===== src/rtl/xfer_len_pkg.sv =====
package xfer_len_pkg;

    typedef enum logic [2:0] {
        ST_IDLE  = 3'd0,
        ST_ARM   = 3'd1,
        ST_RUN   = 3'd2,
        ST_XFER  = 3'd3,
        ST_DEFER = 3'd4
    } xfer_st_e;

endpackage


===== src/rtl/xfer_count_regs.sv =====
module xfer_count_regs #(
    parameter int unsigned CNT_BYTES = 3,
    parameter int unsigned SEL_W     = 2
) (
    input  logic                   clk,
    input  logic                   rst_n,
    input  logic                   wr_en,
    input  logic [SEL_W-1:0]       wr_sel,
    input  logic [7:0]             wr_data,
    input  logic                   load,
    input  logic                   clear,
    output logic [8*CNT_BYTES-1:0] count_q,
    output logic                   wr_hit
);
    localparam int unsigned CNT_W = 8 * CNT_BYTES;

    typedef struct packed {
        logic [CNT_W-1:0] stage;
        logic [CNT_W-1:0] work;
    } cnt_state_t;

    cnt_state_t st_d, st_q;
    logic [CNT_BYTES-1:0] byte_hit;

    // one decoder per count byte
    for (genvar b = 0; b < CNT_BYTES; b++) begin : g_hit
        assign byte_hit[b] = wr_en && (wr_sel == SEL_W'(b));
    end

    always_comb begin
        st_d = st_q;
        for (int i = 0; i < CNT_BYTES; i++) begin
            if (byte_hit[i]) begin
                st_d.stage[8*i +: 8] = wr_data;
            end
        end
        if (load) begin
            st_d.work = st_q.stage;
        end
        if (clear) begin
            st_d.work = '0;
        end
    end

    always_ff @(posedge clk or negedge rst_n) begin
        if (!rst_n) begin
            st_q <= '0;
        end else begin
            st_q <= st_d;
        end
    end

    assign count_q = st_q.work;
    assign wr_hit  = |byte_hit;

    // a start copies the staged bytes into the working count
    p_reload_r1: assert property (@(posedge clk) disable iff (!rst_n)
        (load && !clear) |=> (count_q == $past(st_q.stage)));

endmodule


===== src/rtl/xfer_len_clamp.sv =====
module xfer_len_clamp #(
    parameter int unsigned CNT_W    = 24,
    parameter int unsigned W        = 25,
    parameter int unsigned CMD_BUF  = 16,
    parameter int unsigned ZERO_LEN = 65536
) (
    input  logic [CNT_W-1:0] count,
    input  logic [W-1:0]     residual,
    input  logic             cmd_mode,
    output logic [W-1:0]     len,
    output logic             to_dev
);
    logic [W-1:0] eff_cnt;
    logic [W-1:0] magnitude;
    logic [W-1:0] limit;

    always_comb begin
        eff_cnt   = (count == '0) ? W'(ZERO_LEN) : W'(count);
        magnitude = residual[W-1] ? (~residual + W'(1)) : residual;
        limit     = cmd_mode ? W'(CMD_BUF) : magnitude;
        len       = (eff_cnt < limit) ? eff_cnt : limit;
        to_dev    = cmd_mode | residual[W-1];
    end

endmodule


===== src/rtl/xfer_seq.sv =====
module xfer_seq
    import xfer_len_pkg::*;
#(
    parameter int unsigned W = 25
) (
    input  logic         clk,
    input  logic         rst_n,
    input  logic         start,
    input  logic         cmd_in,
    input  logic [W-1:0] res_in,
    input  logic         dma_en,
    input  logic         abort,
    input  logic         dev_offer,
    input  logic [W-1:0] dev_offer_len,
    input  logic         mem_ack,
    input  logic         irq_ack,
    input  logic         cnt_wr_hit,
    input  logic [W-1:0] calc_len,
    input  logic         calc_to_dev,
    output logic         load_cnt,
    output logic         clr_cnt,
    output logic [W-1:0] res_q,
    output logic         cmd_q,
    output logic         busy,
    output logic         mem_req,
    output logic         mem_to_dev,
    output logic [W-1:0] mem_len,
    output logic [W-1:0] left_q,
    output logic         stat_tc,
    output logic         intr_bs,
    output logic         irq
);
    typedef struct packed {
        xfer_st_e     state;
        logic [W-1:0] left;
        logic [W-1:0] avail;
        logic [W-1:0] res;
        logic [W-1:0] chunk;
        logic         to_dev;
        logic         cmd;
        logic         tc;
        logic         bs;
        logic         irq;
    } seq_t;

    seq_t q, d;
    logic [W-1:0] take, left_nx, avail_nx, res_nx;
    logic         done;

    always_comb begin
        d        = q;
        load_cnt = 1'b0;
        done     = 1'b0;
        take     = (q.left < q.avail) ? q.left : q.avail;
        left_nx  = q.left - q.chunk;
        avail_nx = q.avail - q.chunk;
        res_nx   = q.to_dev ? (q.res + q.chunk) : (q.res - q.chunk);

        if (dev_offer) d.avail = dev_offer_len;
        if (cnt_wr_hit) d.tc = 1'b0;
        if (irq_ack) begin
            d.irq = 1'b0;
            d.bs  = 1'b0;
        end

        unique case (q.state)
            ST_IDLE: begin
                if (start) begin
                    d.state  = ST_ARM;
                    d.res    = res_in;
                    d.cmd    = cmd_in;
                    d.tc     = 1'b0;
                    load_cnt = 1'b1;
                end
            end
            ST_ARM: begin
                if (dma_en) begin
                    d.left   = calc_len;
                    d.to_dev = calc_to_dev;
                    if (calc_len == '0) done = 1'b1;
                    else                d.state = ST_RUN;
                end
            end
            ST_RUN: begin
                if (q.cmd) begin
                    d.chunk = q.left;
                    d.state = ST_XFER;
                end else if (q.avail != '0) begin
                    d.chunk = take;
                    d.state = ST_XFER;
                end
            end
            ST_XFER: begin
                if (mem_ack) begin
                    d.left = left_nx;
                    if (q.cmd) begin
                        done = 1'b1;
                    end else begin
                        d.avail = avail_nx;
                        d.res   = res_nx;
                        if (avail_nx != '0 || res_nx == '0) done = 1'b1;
                        else if (left_nx != '0)            d.state = ST_RUN;
                        else                                d.state = ST_DEFER;
                    end
                end
            end
            ST_DEFER: begin
                if (dev_offer) done = 1'b1;
            end
            default: d.state = ST_IDLE;
        endcase

        if (abort && q.state != ST_IDLE) begin
            done    = 1'b0;
            d.state = ST_IDLE;
        end
        if (done) begin
            d.state = ST_IDLE;
            d.tc    = 1'b1;
            d.bs    = 1'b1;
            d.irq   = 1'b1;
        end
        clr_cnt = done;
    end

    always_ff @(posedge clk or negedge rst_n) begin
        if (!rst_n) begin
            q       <= '0;
            q.state <= ST_IDLE;
        end else begin
            q <= d;
        end
    end

    assign res_q      = q.res;
    assign cmd_q      = q.cmd;
    assign busy       = (q.state != ST_IDLE);
    assign mem_req    = (q.state == ST_XFER);
    assign mem_to_dev = q.to_dev;
    assign mem_len    = q.chunk;
    assign left_q     = q.left;
    assign stat_tc    = q.tc;
    assign intr_bs    = q.bs;
    assign irq        = q.irq;

    // no memory request while enable is still low
    p_pend_hold_r6: assert property (@(posedge clk) disable iff (!rst_n)
        (q.state == ST_ARM && !dma_en) |=> !mem_req);

    // chunk bounded by bytes left and device bytes, never empty
    p_chunk_bound_r7: assert property (@(posedge clk) disable iff (!rst_n)
        (mem_req && !q.cmd) |-> (mem_len != '0 && mem_len <= q.left && mem_len <= q.avail));

    // bytes left drop by the acknowledged chunk
    p_left_drop_r8: assert property (@(posedge clk) disable iff (!rst_n)
        (mem_req && mem_ack && !abort) |=> (left_q == $past(q.left) - $past(q.chunk)));

    // an interrupt rises only together with the completion flags
    p_done_flags_r9: assert property (@(posedge clk) disable iff (!rst_n)
        $rose(irq) |-> (stat_tc && intr_bs && !busy));

    // deferred state holds until the device offers data
    p_defer_wait_r10: assert property (@(posedge clk) disable iff (!rst_n)
        (q.state == ST_DEFER && !dev_offer && !abort) |=> (q.state == ST_DEFER));

    // a start clears terminal count
    p_start_tc_r11: assert property (@(posedge clk) disable iff (!rst_n)
        (q.state == ST_IDLE && start && !abort) |=> !stat_tc);

    // abort ends the transfer on the next edge
    p_abort_r12: assert property (@(posedge clk) disable iff (!rst_n)
        (abort && busy) |=> (!busy && !mem_req));

endmodule


===== src/rtl/xfer_len_ctrl.sv =====
module xfer_len_ctrl #(
    parameter int unsigned CNT_BYTES = 3,
    parameter int unsigned CMD_BUF   = 16,
    parameter int unsigned ZERO_LEN  = 65536
) (
    input  logic                         clk,
    input  logic                         rst_n,
    input  logic                         cnt_wr,
    input  logic [$clog2(CNT_BYTES)-1:0] cnt_sel,
    input  logic [7:0]                   cnt_wdata,
    input  logic                         start,
    input  logic                         cmd_mode,
    input  logic [8*CNT_BYTES:0]         residual,
    input  logic                         dma_en,
    input  logic                         abort,
    input  logic                         dev_offer,
    input  logic [8*CNT_BYTES:0]         dev_offer_len,
    input  logic                         mem_ack,
    input  logic                         irq_ack,
    output logic                         busy,
    output logic                         mem_req,
    output logic                         mem_to_dev,
    output logic [8*CNT_BYTES:0]         mem_len,
    output logic [8*CNT_BYTES:0]         left_q,
    output logic [8*CNT_BYTES:0]         residual_q,
    output logic [8*CNT_BYTES-1:0]       count_q,
    output logic                         stat_tc,
    output logic                         intr_bs,
    output logic                         irq
);
    localparam int unsigned CNT_W = 8 * CNT_BYTES;
    localparam int unsigned W     = CNT_W + 1;
    localparam int unsigned SEL_W = $clog2(CNT_BYTES);

    logic         load_cnt, clr_cnt, wr_hit, cmd_q, calc_to_dev;
    logic [W-1:0] calc_len, res_q;

    xfer_count_regs #(.CNT_BYTES(CNT_BYTES), .SEL_W(SEL_W)) u_cnt (
        .clk     (clk),
        .rst_n   (rst_n),
        .wr_en   (cnt_wr),
        .wr_sel  (cnt_sel),
        .wr_data (cnt_wdata),
        .load    (load_cnt),
        .clear   (clr_cnt),
        .count_q (count_q),
        .wr_hit  (wr_hit)
    );

    xfer_len_clamp #(.CNT_W(CNT_W), .W(W), .CMD_BUF(CMD_BUF), .ZERO_LEN(ZERO_LEN)) u_clamp (
        .count    (count_q),
        .residual (res_q),
        .cmd_mode (cmd_q),
        .len      (calc_len),
        .to_dev   (calc_to_dev)
    );

    xfer_seq #(.W(W)) u_seq (
        .clk           (clk),
        .rst_n         (rst_n),
        .start         (start),
        .cmd_in        (cmd_mode),
        .res_in        (residual),
        .dma_en        (dma_en),
        .abort         (abort),
        .dev_offer     (dev_offer),
        .dev_offer_len (dev_offer_len),
        .mem_ack       (mem_ack),
        .irq_ack       (irq_ack),
        .cnt_wr_hit    (wr_hit),
        .calc_len      (calc_len),
        .calc_to_dev   (calc_to_dev),
        .load_cnt      (load_cnt),
        .clr_cnt       (clr_cnt),
        .res_q         (res_q),
        .cmd_q         (cmd_q),
        .busy          (busy),
        .mem_req       (mem_req),
        .mem_to_dev    (mem_to_dev),
        .mem_len       (mem_len),
        .left_q        (left_q),
        .stat_tc       (stat_tc),
        .intr_bs       (intr_bs),
        .irq           (irq)
    );

    assign residual_q = res_q;

    // completion leaves the working count cleared
    p_count_clear_r9: assert property (@(posedge clk) disable iff (!rst_n)
        $rose(irq) |-> (count_q == '0));

endmodule


===== config.mk =====
export PLATFORM = sky130hd
export DESIGN_NAME = xfer_len_ctrl
export DESIGN_NICKNAME = d
export VERILOG_FILES = /design/src/rtl/xfer_len_pkg.sv /design/src/rtl/xfer_count_regs.sv /design/src/rtl/xfer_len_clamp.sv /design/src/rtl/xfer_seq.sv /design/src/rtl/xfer_len_ctrl.sv
export SDC_FILE = /design/constraint.sdc
export NUM_CORES = 1
export LEC_CHECK = 0
export BUFFER_PORTS_ARGS = -buffer_cell sky130_fd_sc_hd__clkbuf_2
export CAP_MARGIN = 20
export CORE_ASPECT_RATIO = 0.7
export CORE_MARGIN = 5
export CORE_UTILIZATION = 33
export DETAILED_ROUTE_END_ITERATION = 16
export PLACE_DENSITY = 0.59
export SYNTH_ARGS = -nofsm -noshare
export SYNTH_HDL_FRONTEND = slang
export SYNTH_SLANG_ARGS = --single-unit

===== constraint.sdc =====
create_clock -name clk -period 11.06 [get_ports clk]
set_input_delay 1.659 -clock clk [delete_from_list [all_inputs] [get_ports clk]]
set_output_delay 1.659 -clock clk [all_outputs]
set_load 0.02 [all_outputs]

==> impl_metrics.json <==
{
  "row_count": 65,
  "cpMostUsedCell": "a21oi_1",
  "clock_skew_ns": 0.01976,
  "drt-pass1-iter-count": 8,
  "clock.fmax_mhz": 148.8,
  "synth_top_area_share_pct": 25.42,
  "cts_tree": "yes",
  "grt_use_total_pct": 22.19,
  "gp_congestion": 0.9933,
  "worstHoldPathType": "reg -> reg",
  "setup_tns_ns": 0,
  "drc": 0,
  "layout-drive-gt1-share_pct": 14.69,
  "synthTopCellsByArea": "dfrtp_1 (25%), ha_1 (9.9%), nand2_1 (5.2%), buf_4 (5.0%), a21oi_1 (4.9%)",
  "n_fill_cell": 4750,
  "synthFlopType": "dfrtp_1",
  "endpoint_kind": "register",
  "syn_nets": 2109,
  "num_antenna_cells": 0,
  "clk_latency_ns": 0.46,
  "synth_cell_types": 90,
  "numPortBuffers": 174,
  "routedWlPerCell_um": 22.89,
  "crit_chain": "or3_1, nor4_1, and3_1, a21oi_1, xnor2_1, ha_1, nand4_1, o41ai_1, a221oi_2, o21a_1, a2111oi_0, nand4b_1, o41a_1, nand2_1, and2_1, a21oi_1",
  "worst_pin_slew_ns": 1.045,
  "die_w_um": 267,
  "worstSetupPathType": "reg -> reg",
  "syn_inst": 1915,
  "relSlewSlack_pct": 29.68,
  "finalMaxSlewViolations": 0,
  "setup_viol": 0,
  "cp_slowest_cell": "nor4_1",
  "status": "complete, no violations",
  "vias": 14858,
  "layout.cells.non_filler": 2530,
  "cts-resized-gates": 0,
  "post-synth-top-count-cell": "nand2_1",
  "grt_max_degree": 94,
  "ctsHoldBuffers": 0,
  "maxCapViolations": 0,
  "dp_cells": 2498,
  "synth_edf_count": 0,
  "synthTopCellsByCount": "nand2_1 (211), dfrtp_1 (155), a21oi_1 (148)",
  "critPathArrivalTime_ns": 7.01,
  "crit_fanout": 26,
  "synth.avg_cell_area_um2": 7.967,
  "routed_wl_mm": 57.92,
  "ys_ff_latch": 155,
  "final_net_count": 2108,
  "grt_pass1_wl_mm": 87.16,
  "cts_buffer_depth": 2,
  "clk_pin_slew_ns": 0.08,
  "async_reset_ff_share_pct": 100.0,
  "period_needed_ns": 6.719,
  "io_pins": 175,
  "htree_levels": 4,
  "post_cts.repair.setup_buffers": 0,
  "grt_pass1_vias": 13887,
  "core-area_um2": 45380,
  "cts_sinks": 155,
  "yosysWarnings": 0,
  "cp.required_ns": 11.35,
  "vias_per_cell": 5.873,
  "initial_core_util_pct": 33.62,
  "critPathMaxStageDelay_ns": 0.84,
  "yosysTopAreaCell": "dfrtp_1",
  "die_h_um": 189.9,
  "area_growth_pct": 7.922,
  "cts_made_buffers": 17,
  "critPathTopFamily": "simple AND/OR/NAND/NOR gates",
  "die_area_um2": 50700,
  "hold_viol_final": 0,
  "critPathLaunchType": "register",
  "finalCritPeriodShare_pct": 60.75,
  "rsz0062_at_grt": "no",
  "final_antenna_net_count": 0,
  "dp_hpwl_mm": 46.09,
  "antenna_found_initial": 0,
  "netlist_area_um2": 15260,
  "ys_seq_area_share_pct": 25.42,
  "grt.overflow.total": 0,
  "whs_ns": 0.5128,
  "cts_root_buf": "clkbuf_16",
  "drtIter0Drc": 1620,
  "crit_buf_inv": 0
}
[stage by stage]
step           setup slack [ns]  utilization (%)  area [µm²]
6_report                  4.341            36.28       16470
5_1_grt                   3.905            36.28       16470
4_1_cts                   4.489            36.28       16470
3_5_place_dp              4.520            34.89       15830
3_3_place_gp              4.742            34.89       15830
2_1_floorplan             6.228                -       15260
[layer usage]
layer / GRT usage (%) / part of all wire, % / up-vias / wire length, µm
met5: 0 / 0 / - / 0
met4: 4.391 / 1.6 / 0 / 898
met3: 5.934 / 11 / 67 / 6103
met2: 31.71 / 41 / 700 / 23810
met1: 33.53 / 47 / 7236 / 27110
li1: - / - / 6855 / -
[registers in the layout, indices dropped and copies added, names as in the netlist]
signal            count
u_cnt.count_q        24
u_cnt.st_q           24
u_seq.cmd_q           1
u_seq.intr_bs         1
u_seq.left_q         25
u_seq.mem_len        25
u_seq.mem_to_dev      1
u_seq.q              28
u_seq.res_q          25
u_seq.stat_tc         1
[path summary, 6_finish.rpt]
check	from	to	slack (ns)	depth (start not counted)
setup / recovery	u_seq.mem_len[2]$_DFFE_PN0P_	u_cnt.count_q[23]$_DFFE_PN0P_	4.34	16
hold / removal	u_seq.intr_bs$_DFFE_PN0P_	u_seq.intr_bs$_DFFE_PN0P_	0.51	1
setup reg to reg	u_seq.mem_len[2]$_DFFE_PN0P_	u_cnt.count_q[23]$_DFFE_PN0P_	4.34	16
hold reg to reg	u_seq.intr_bs$_DFFE_PN0P_	u_seq.intr_bs$_DFFE_PN0P_	0.51	1
max in group asynchronous	rst_n	u_seq.res_q[7]$_DFFE_PN0P_	8.28	2
min in group asynchronous	rst_n	u_seq.mem_len[3]$_DFFE_PN0P_	1.26	1
[cell type report]
class | count | area, µm² | share of cell area [%]
multi-input combinational | 1448 | 9824 | 59.67
sequential | 155 | 3879 | 23.56
timing repair buffer | 189 | 989.7 | 6.011
tap | 603 | 754.5 | 4.582
clock buffer | 17 | 425.4 | 2.584
inverter | 103 | 386.6 | 2.348
clock inverter | 15 | 206.4 | 1.254
[cell usage in the layout (no fill, tap or decap), types with 51 or more instances in the layout]
cell / synthesis / final
dfrtp_1: 155 / 155
clkbuf_2: 1 / 173
nor2_1: 138 / 137
xnor2_1: 51 / 51
ha_1: 121 / 121
a21oi_1: 148 / 148
inv_1: 103 / 103
mux2i_1: 66 / 66
o21ai_0: 141 / 141
nand2_1: 211 / 211
[kinds of logic after synthesis]
logic type | count (synthesis) | synth area share [%]
AND/OR/NAND/NOR | 589 | 18.65
multiplexers | 95 | 6.470
AO/OA/AOI/OAI | 553 | 23.73
flip-flops | 155 | 25.42
adder cells (fa/ha/maj) | 124 | 10.32
XOR/XNOR | 87 | 4.994
buffers and inverters | 312 | 10.41
Power is not shown: default switching activity piles up to over one toggle a cycle in this logic, so the estimate is an artifact.
